[src/rtl/rtc_cal_divider.sv]
module rtc_cal_divider #(
  parameter int DIV_LO      = 256,
  parameter int DIV_HI      = 128,
  parameter int SEC_PER_MIN = 60,
  parameter int MIN_PER_CYC = 64,
  parameter int MAG_W       = 5,
  parameter int TEST_DIV    = 64
) (
  input  logic             clk,
  input  logic             rst_n,
  input  logic [MAG_W-1:0] cal_mag,
  input  logic             cal_up,
  output logic             tick_o,
  output logic             test_o
);
  localparam int BLANK   = DIV_LO / 2;
  localparam int MOD_CAP = MIN_PER_CYC - 2;
  localparam int LO_W    = $clog2(DIV_LO + BLANK);
  localparam int HI_W    = $clog2(DIV_HI);
  localparam int SEC_W   = $clog2(SEC_PER_MIN);
  localparam int MIN_W   = $clog2(MIN_PER_CYC);
  localparam int TST_W   = $clog2(TEST_DIV);

  logic [LO_W-1:0]  lo_q;
  logic [HI_W-1:0]  hi_q;
  logic [SEC_W-1:0] sec_q;
  logic [MIN_W-1:0] min_q;
  logic [TST_W-1:0] tst_q;
  logic [MAG_W-1:0] mag_q;
  logic             up_q, armed_q;
  logic             mod_min, mod_sec, lo_last, hi_last;
  logic             sec_last, min_last, cyc_end;
  logic [MAG_W:0]   twice;

  assign twice = {mag_q, 1'b0};

  always_comb begin
    if (int'(twice) > MOD_CAP) mod_min = int'(min_q) < MOD_CAP;
    else                       mod_min = int'(min_q) < int'(twice);
  end

  assign mod_sec  = mod_min && (sec_q == '0);
  assign lo_last  = (mod_sec && !up_q && hi_q == '0) ? (lo_q == LO_W'(DIV_LO + BLANK - 1))
                                                      : (lo_q == LO_W'(DIV_LO - 1));
  assign hi_last  = (mod_sec && up_q) ? (hi_q == HI_W'(DIV_HI - 2))
                                      : (hi_q == HI_W'(DIV_HI - 1));
  assign tick_o   = lo_last && hi_last;
  assign sec_last = sec_q == SEC_W'(SEC_PER_MIN - 1);
  assign min_last = min_q == MIN_W'(MIN_PER_CYC - 1);
  assign cyc_end  = tick_o && sec_last && min_last;

  always_ff @(posedge clk or negedge rst_n) begin
    if (!rst_n) begin
      lo_q  <= '0;
      hi_q  <= '0;
      sec_q <= '0;
      min_q <= '0;
    end else begin
      lo_q <= lo_last ? '0 : lo_q + LO_W'(1);
      if (lo_last) hi_q <= hi_last ? '0 : hi_q + HI_W'(1);
      if (tick_o) begin
        sec_q <= sec_last ? '0 : sec_q + SEC_W'(1);
        if (sec_last) min_q <= min_last ? '0 : min_q + MIN_W'(1);
      end
    end
  end

  always_ff @(posedge clk or negedge rst_n) begin
    if (!rst_n) begin
      armed_q <= 1'b0;
      mag_q   <= '0;
      up_q    <= 1'b0;
    end else begin
      armed_q <= 1'b1;
      if (!armed_q || cyc_end) begin
        mag_q <= cal_mag;
        up_q  <= cal_up;
      end
    end
  end

  always_ff @(posedge clk or negedge rst_n) begin
    if (!rst_n) begin
      tst_q  <= '0;
      test_o <= 1'b0;
    end else if (tst_q == TST_W'(TEST_DIV / 2 - 1)) begin
      tst_q  <= '0;
      test_o <= ~test_o;
    end else begin
      tst_q <= tst_q + TST_W'(1);
    end
  end
endmodule

[config.mk]
export PLATFORM = sky130hd
export DESIGN_NAME = rtc_cal_divider
export DESIGN_NICKNAME = d
export VERILOG_FILES = /design/src/rtl/rtc_cal_divider.sv
export SDC_FILE = /design/constraint.sdc
export NUM_CORES = 1
export LEC_CHECK = 0
export ABC_AREA = 1
export BUFFER_PORTS_ARGS = -buffer_cell sky130_fd_sc_hd__buf_2
export CAP_MARGIN = 20
export CORE_ASPECT_RATIO = 1.4
export CORE_MARGIN = 2
export CORE_UTILIZATION = 30
export DETAILED_ROUTE_END_ITERATION = 8
export RECOVER_POWER = 50
export SETUP_SLACK_MARGIN = 0.15
export SLEW_MARGIN = 20
export SYNTH_ARGS = -nofsm -noshare
export SYNTH_HDL_FRONTEND = slang
export SYNTH_SLANG_ARGS = --single-unit
[constraint.sdc]
create_clock -name clk -period 5.7 [get_ports clk]
set_input_delay 0.285 -clock clk [delete_from_list [all_inputs] [get_ports clk]]
set_output_delay 0.285 -clock clk [all_outputs]
set_load 0.005 [all_outputs]
Yosys cells after proc, flatten, opt, wreduce, memory -nomap -nowiden
Cells that the tools add are included.
{"block": "totals", "reg_bits": 42, "input_bits": 8, "out_inout_bits": 2, "wordCells": 46}
{"block": "op_classes", "n_addsub": 5, "magnitude_cmp": 3, "n_eq_ne": 7, "n_mux": 8, "bitwise_logic": 1, "n_reduce_logical": 13}
{"op": "6-bit by 1-bit adder with 6-bit output (second input constant)", "n": 3}
{"op": "6-bit 2-to-1 mux", "n": 3}
{"op": "7-bit equality test (second input constant)", "n": 2}
{"op": "6-bit equality test (second input constant)", "n": 2}
{"op": "9-bit by 1-bit adder with 9-bit output (second input constant)", "n": 1}
{"op": "9-bit by 8-bit equality test with 1-bit output (second input constant)", "n": 1}
{"op": "9-bit equality test (second input constant)", "n": 1}
{"op": "9-bit 2-to-1 mux", "n": 1}
{"op": "7-bit by 1-bit adder with 7-bit output (second input constant)", "n": 1}
{"op": "1-bit logical AND", "n": 7}
{"op": "7-bit logical NOT", "n": 1}
{"op": "7-bit 2-to-1 mux", "n": 1}
{"op": "6-bit by 5-bit equality test with 1-bit output (second input constant)", "n": 1}
{"op": "6-bit > comparator (second input constant)", "n": 1}
{"op": "6-bit logical NOT", "n": 1}
{"op": "6-bit less-than comparator", "n": 1}
{"op": "6-bit less-than comparator (second input constant)", "n": 1}
{"op": "1-bit 2-to-1 mux", "n": 3}
{"op": "1-bit logical NOT", "n": 2}
{"op": "2-bit AND reduction", "n": 1}
{"op": "1-bit logical OR", "n": 1}
{"op": "1-bit NOT", "n": 1}

Logic depth before layout (Yosys ltp)
{"block": "depth", "ltp_word": 10, "depth_mapped": 17, "ltp_nobuf": 17}

Least setup slack after synthesis
Ideal clock, no wire load.
{"block": "synth_timing", "path_type": "reg-to-reg", "start": "register min_q[3]", "end": "register min_q[3]", "setup_time_ns": 0.119, "arrival_ns": 1.766, "t_required_ns": 5.581, "slack_ns": 3.815, "path_stages_with_launch": 15, "n_path_buf": 1, "period_less_slack_ns": 1.885, "path_cell_list": "dfrtp_1 -> ha_1 -> nand2_1 -> inv_1 -> nand2_1 -> nand2_1 -> nand2_1 -> nand4_1 -> nand2_1 -> nand2_2 -> nor2_4 -> buf_6 -> nand3_2 -> xor2_1 -> nor2_2"}
{"block": "synth_via", "elab_chain_cells": 8, "elab_cells_between_ends": 14, "cone_classes": "1 x add/sub; 2 x order compare; 1 x eq/ne; 4 x mux; 6 x reduce/logical"}
{"item": "start: declaration", "line": "27", "source": "logic [MIN_W-1:0] min_q;"}
{"item": "start signal: assignment", "line": "63", "source": "if (sec_last) min_q <= min_last ? '0 : min_q + MIN_W'(1);"}
{"item": "6-bit less-than comparator, on equally long branches", "line": "39, 38"}
{"item": "1-bit 2-to-1 mux *", "line": "38", "source": "if (int'(twice) > MOD_CAP) mod_min = int'(min_q) < MOD_CAP;"}
{"item": "1-bit logical AND *", "line": "42", "source": "assign mod_sec = mod_min && (sec_q == '0);"}
{"item": "1-bit logical AND (2 in series)", "line": "43", "source": "assign lo_last = (mod_sec && !up_q && hi_q == '0) ? (lo_q == LO_W'(DIV_LO + BLANK - 1))"}
{"item": "1-bit 2-to-1 mux", "line": "43"}
{"item": "1-bit logical AND *", "line": "47", "source": "assign tick_o = lo_last && hi_last;"}
{"item": "named net tick_o", "line": "13", "source": "output logic tick_o,"}
{"item": "2-bit AND reduction (no source line) *"}
Mark *: on every way through the listed nets, which the timed path passes. The rest lies on a longest branch.
A chain may end at the register's enable or synchronous reset.

Final worst setup path
{"block": "layout_timing", "start": "register min_q[3]", "end": "register min_q[4]"}
{"block": "layout_via", "elab_chain_cells": 8, "elab_cells_between_ends": 14, "cone_classes": "1 x add/sub; 2 x order compare; 1 x eq/ne; 4 x mux; 6 x reduce/logical"}
{"item": "6-bit less-than comparator, on equally long branches", "line": "39, 38"}
{"item": "1-bit 2-to-1 mux", "line": "38"}
{"item": "1-bit logical AND", "line": "42"}
{"item": "1-bit logical AND (2 in series)", "line": "43"}
{"item": "1-bit 2-to-1 mux", "line": "43"}
{"item": "1-bit logical AND", "line": "47"}
{"item": "2-bit AND reduction (no source line)"}
Several ways; a longest one is shown, not always the timed one.

==> flow_summary_export.csv <==
group,metric,value,unit
run_status,status,"complete, but fails checks",
run_status,violated_checks,"max-capacitance violations, max-slew violations",
placement,placement.io_buffers,9,
worst_hold_path,hold_path.class,"in2reg",
floorplan,floorplan.io_pins,10,
power_and_ir_drop,power.static_leakage,1.25,nW
worst_setup_path,cp-end-kind,"flop",
logic_synthesis,post-synth-top-area-fraction,0.477,
logic_synthesis,mappedNetlistNets,276,
floorplan,initial_utilization,0.305,
logic_synthesis,synth.distinct_cells,28,
timing,timing.final.max_slew_violations,43,
placement,place_congestion,0.820,
power_and_ir_drop,power.switching_fraction,0.222,
worst_setup_path,path_max_fanout,12,
clocking,post_cts_sizing,0,
power_and_ir_drop,p_int,407,uW
route,drt_first_pass_iters,4,
power_and_ir_drop,clock_power_share,0.374,
logic_synthesis,yosysMostFrequentCell,"inv_1",
worst_setup_path,critPathKind,"reg2reg",
clocking,clk_tree_root_cell,"clkbuf_8",
timing,maxSlewHeadroom,-0.505,
global_routing,grt_pass1_vias,1554,
timing,min_period_over_period,0.432,
power_and_ir_drop,pwr-share-comb,0.046,
timing,totalNegativeSetupSlack,0,ns
worst_setup_path,critPathRequiredTime,5.89,ns
global_routing,grt_pass1_wl,6.60,mm
clocking,insertion_delay,0.29,ns
logic_synthesis,yosys-top-cells-area,"dfrtp_1 48%, inv_1 7.5%, ha_1 6.2%, nand2_1 6.0%, nor2_1 5.4%",
clocking,cts_setup_buffers,0,
timing,final-hold-violation-count,0,
logic_synthesis,synth_seq_area_share,0.477,
route,drtIter0Drc,38,
global_routing,antenna_found_initial,0,
floorplan,die_area,0.00806,mm2
route,post_drt_wl_per_cell,10.3,um
logic_synthesis,ys.warnings.count,0,
clocking,number_of_buffers_created_by_cts,5,
power_and_ir_drop,switching_power,116,uW
clocking,ctsHoldBuffers,0,
finish,number_of_antenna_repair_diodes,0,
floorplan,rows,37,
logic_synthesis,netlist_area,0.00220,mm2
global_routing,gr-total-overflow,0,
timing,setup_violations,0,
timing,worst_pin_slew,2.26,ns
logic_synthesis,proportion_of_register_bits_with_asynchronous_set_or_reset_after_synthesis,1.00,
route,post_drt_via_cell_ratio,4.38,
clocking,tritoncts,"yes",
logic_synthesis,synth.avg_cell_area,8.58,um2
global_routing,grt_max_degree,43,
finish,design.final.nets,289,
clocking,clkSlewWorstSetupHoldPaths,0.08,ns
logic_synthesis,synth_common_cells,"44 x inv_1, 42 x dfrtp_1, 35 x nand2_1",
route,route.detailed.drc,0,
logic_synthesis,ys.flop_type,"dfrtp_1",
placement,dp_hpwl,2.93,mm
power_and_ir_drop,peakVddDrop,0.0834,mV
worst_setup_path,critPathArrivalTime,2.65,ns
clocking,clock_tree.htree_level_count,2,
flow_run,cap_viol_max_count,1,
logic_synthesis,synthesis.instances,257,
finish,final_standard_cell_utilization_of_the_core,0.337,
timing,fin_worst_skew,0.00248,ns
timing,achievable-frequency,0.407,GHz
route,drt-total-wl,3.78,mm
timing,rsz0062_at_grt,"false",
global_routing,track_usage,0.103,
route,antenna_left,0,
power_and_ir_drop,power.sequential.fraction,0.580,
logic_synthesis,synthDominantAreaCellType,"dfrtp_1",
worst_setup_path,cp-start-kind,"flop",
timing,whs,0.195,ns
finish,fillers,765,
timing,final_critical_path_time_including_i_o_delays_and_setup,2.46,ns
finish,drive_above_1_share,0.140,
floorplan,die_height,105,um
floorplan,placeable_core_area,0.00722,mm2
clocking,cts-root-to-sink-buffers,2,
route,dr_total_vias,1613,
power_and_ir_drop,power-per-cell-area,215,mW/mm2
floorplan,die_w,76.5,um
clocking,clock-sinks,42,
logic_synthesis,ys_seq_elements,42,
power_and_ir_drop,fin_total_pwr,524,uW
logic_synthesis,synth_enable_flop_cells,0,
finish,areaGrowthSynthToFinish,10.4,%
-- routing by layer --
metal / wire length [um] / global-route usage / share of wire
met3: 75 / 0.0283 / 0.020
met4: 99 / 0.0532 / 0.026
met1: 1650 / 0.113 / 0.44
met5: 0 / 0 / 0
met2: 1950 / 0.181 / 0.52
-- flip-flops by register name, summed over array words and instances, names as in the netlist --
register	cells
min_q	6
hi_q	7
mag_q	5
up_q	1
tst_q	6
armed_q	1
sec_q	6
lo_q	9
test_o	1
-- cell families after synthesis --
group / Yosys count / synth area share
other: 1 / 0.00170
buffers and inverters: 49 / 0.0908
DFF: 42 / 0.477
adders and majority gates: 11 / 0.0624
AOI/OAI and AO/OA: 29 / 0.0778
and+or+nand+nor: 115 / 0.251
xor gates and xnor gates: 10 / 0.0397
-- placed cells by master (no fill, tap or decap), types with 2 or more instances in the layout --
master    Yosys  layout
nor3_1        5       5
nor3b_1       3       3
o21ai_2       4       4
nand2_1      35      35
nand3_1      20      20
inv_2         2       2
nand2_2       7       7
ha_1         11      11
nand3_2       4       4
clkbuf_1      0       2
nor2_4        2       2
xor2_1        9       9
a21oi_1      11      11
clkbuf_8      0       6
inv_1        44      44
buf_2         1       8
o21ai_0       9       9
dfrtp_1      42      42
nor2_1       32      32
nand4_1       5       5
-- metrics by stage --
stage                     cells  instance area, um2  setup WS, ns
after global placement      360                2340          3.30
after detailed placement    360                2340          3.23
final                       368                2430          3.24
after global routing        368                2430          3.01
after floorplan             257                2200          3.82
after CTS                   368                2430          3.23
-- worst paths after layout --
kind / cells past startpoint / slack [ns] / from / endpoint
max in group asynchronous: 1 / 3.76 / rst_n / tst_q[0]
worst max register to register: 10 / 3.24 / min_q[3] / min_q[4]
worst min-delay path: 3 / 0.20 / cal_mag[2] / mag_q[2]
min in group asynchronous: 1 / 0.66 / rst_n / sec_q[0]
worst max-delay path: 10 / 3.24 / min_q[3] / min_q[4]
worst min register to register: 1 / 0.46 / tst_q[0] / tst_q[0]
-- power groups by stage --
| stage | clock network [mW] | logic, mW | registers, mW |
|---|---|---|---|
| final | 0.196 | 0.0241 | 0.304 |
| after global placement | 0 | 0.0248 | 0.310 |
| after global routing | 0.216 | 0.0285 | 0.304 |
| after floorplan | 0 | 0.0147 | 0.309 |
| after CTS | 0.205 | 0.0252 | 0.304 |
| after detailed placement | 0 | 0.0252 | 0.310 |
-- worst max-delay path: stages, from the launching register on --
cell	delay, ns
dfrtp_1	0.43
ha_1	0.33
a21oi_1	0.14
nand2_1	0.07
nand2_1	0.11
nand4_1	0.14
a21oi_2	0.46
nand3_2	0.28
nor2_1	0.19
xor2_1	0.15
inv_1	0.05
-- final cells by class --
cell class,count,area [um2],area share
Inverter,46,173,0.0710
Clock inverter,1,5.00,0.00206
Timing Repair Buffer,9,43.8,0.0180
Sequential cell,42,1050,0.432
Multi-Input combinational cell,166,953,0.392
Tap cell,97,121,0.0499
Clock buffer,7,86.3,0.0355
No activity file was read; power rests on OpenSTA's default activity.
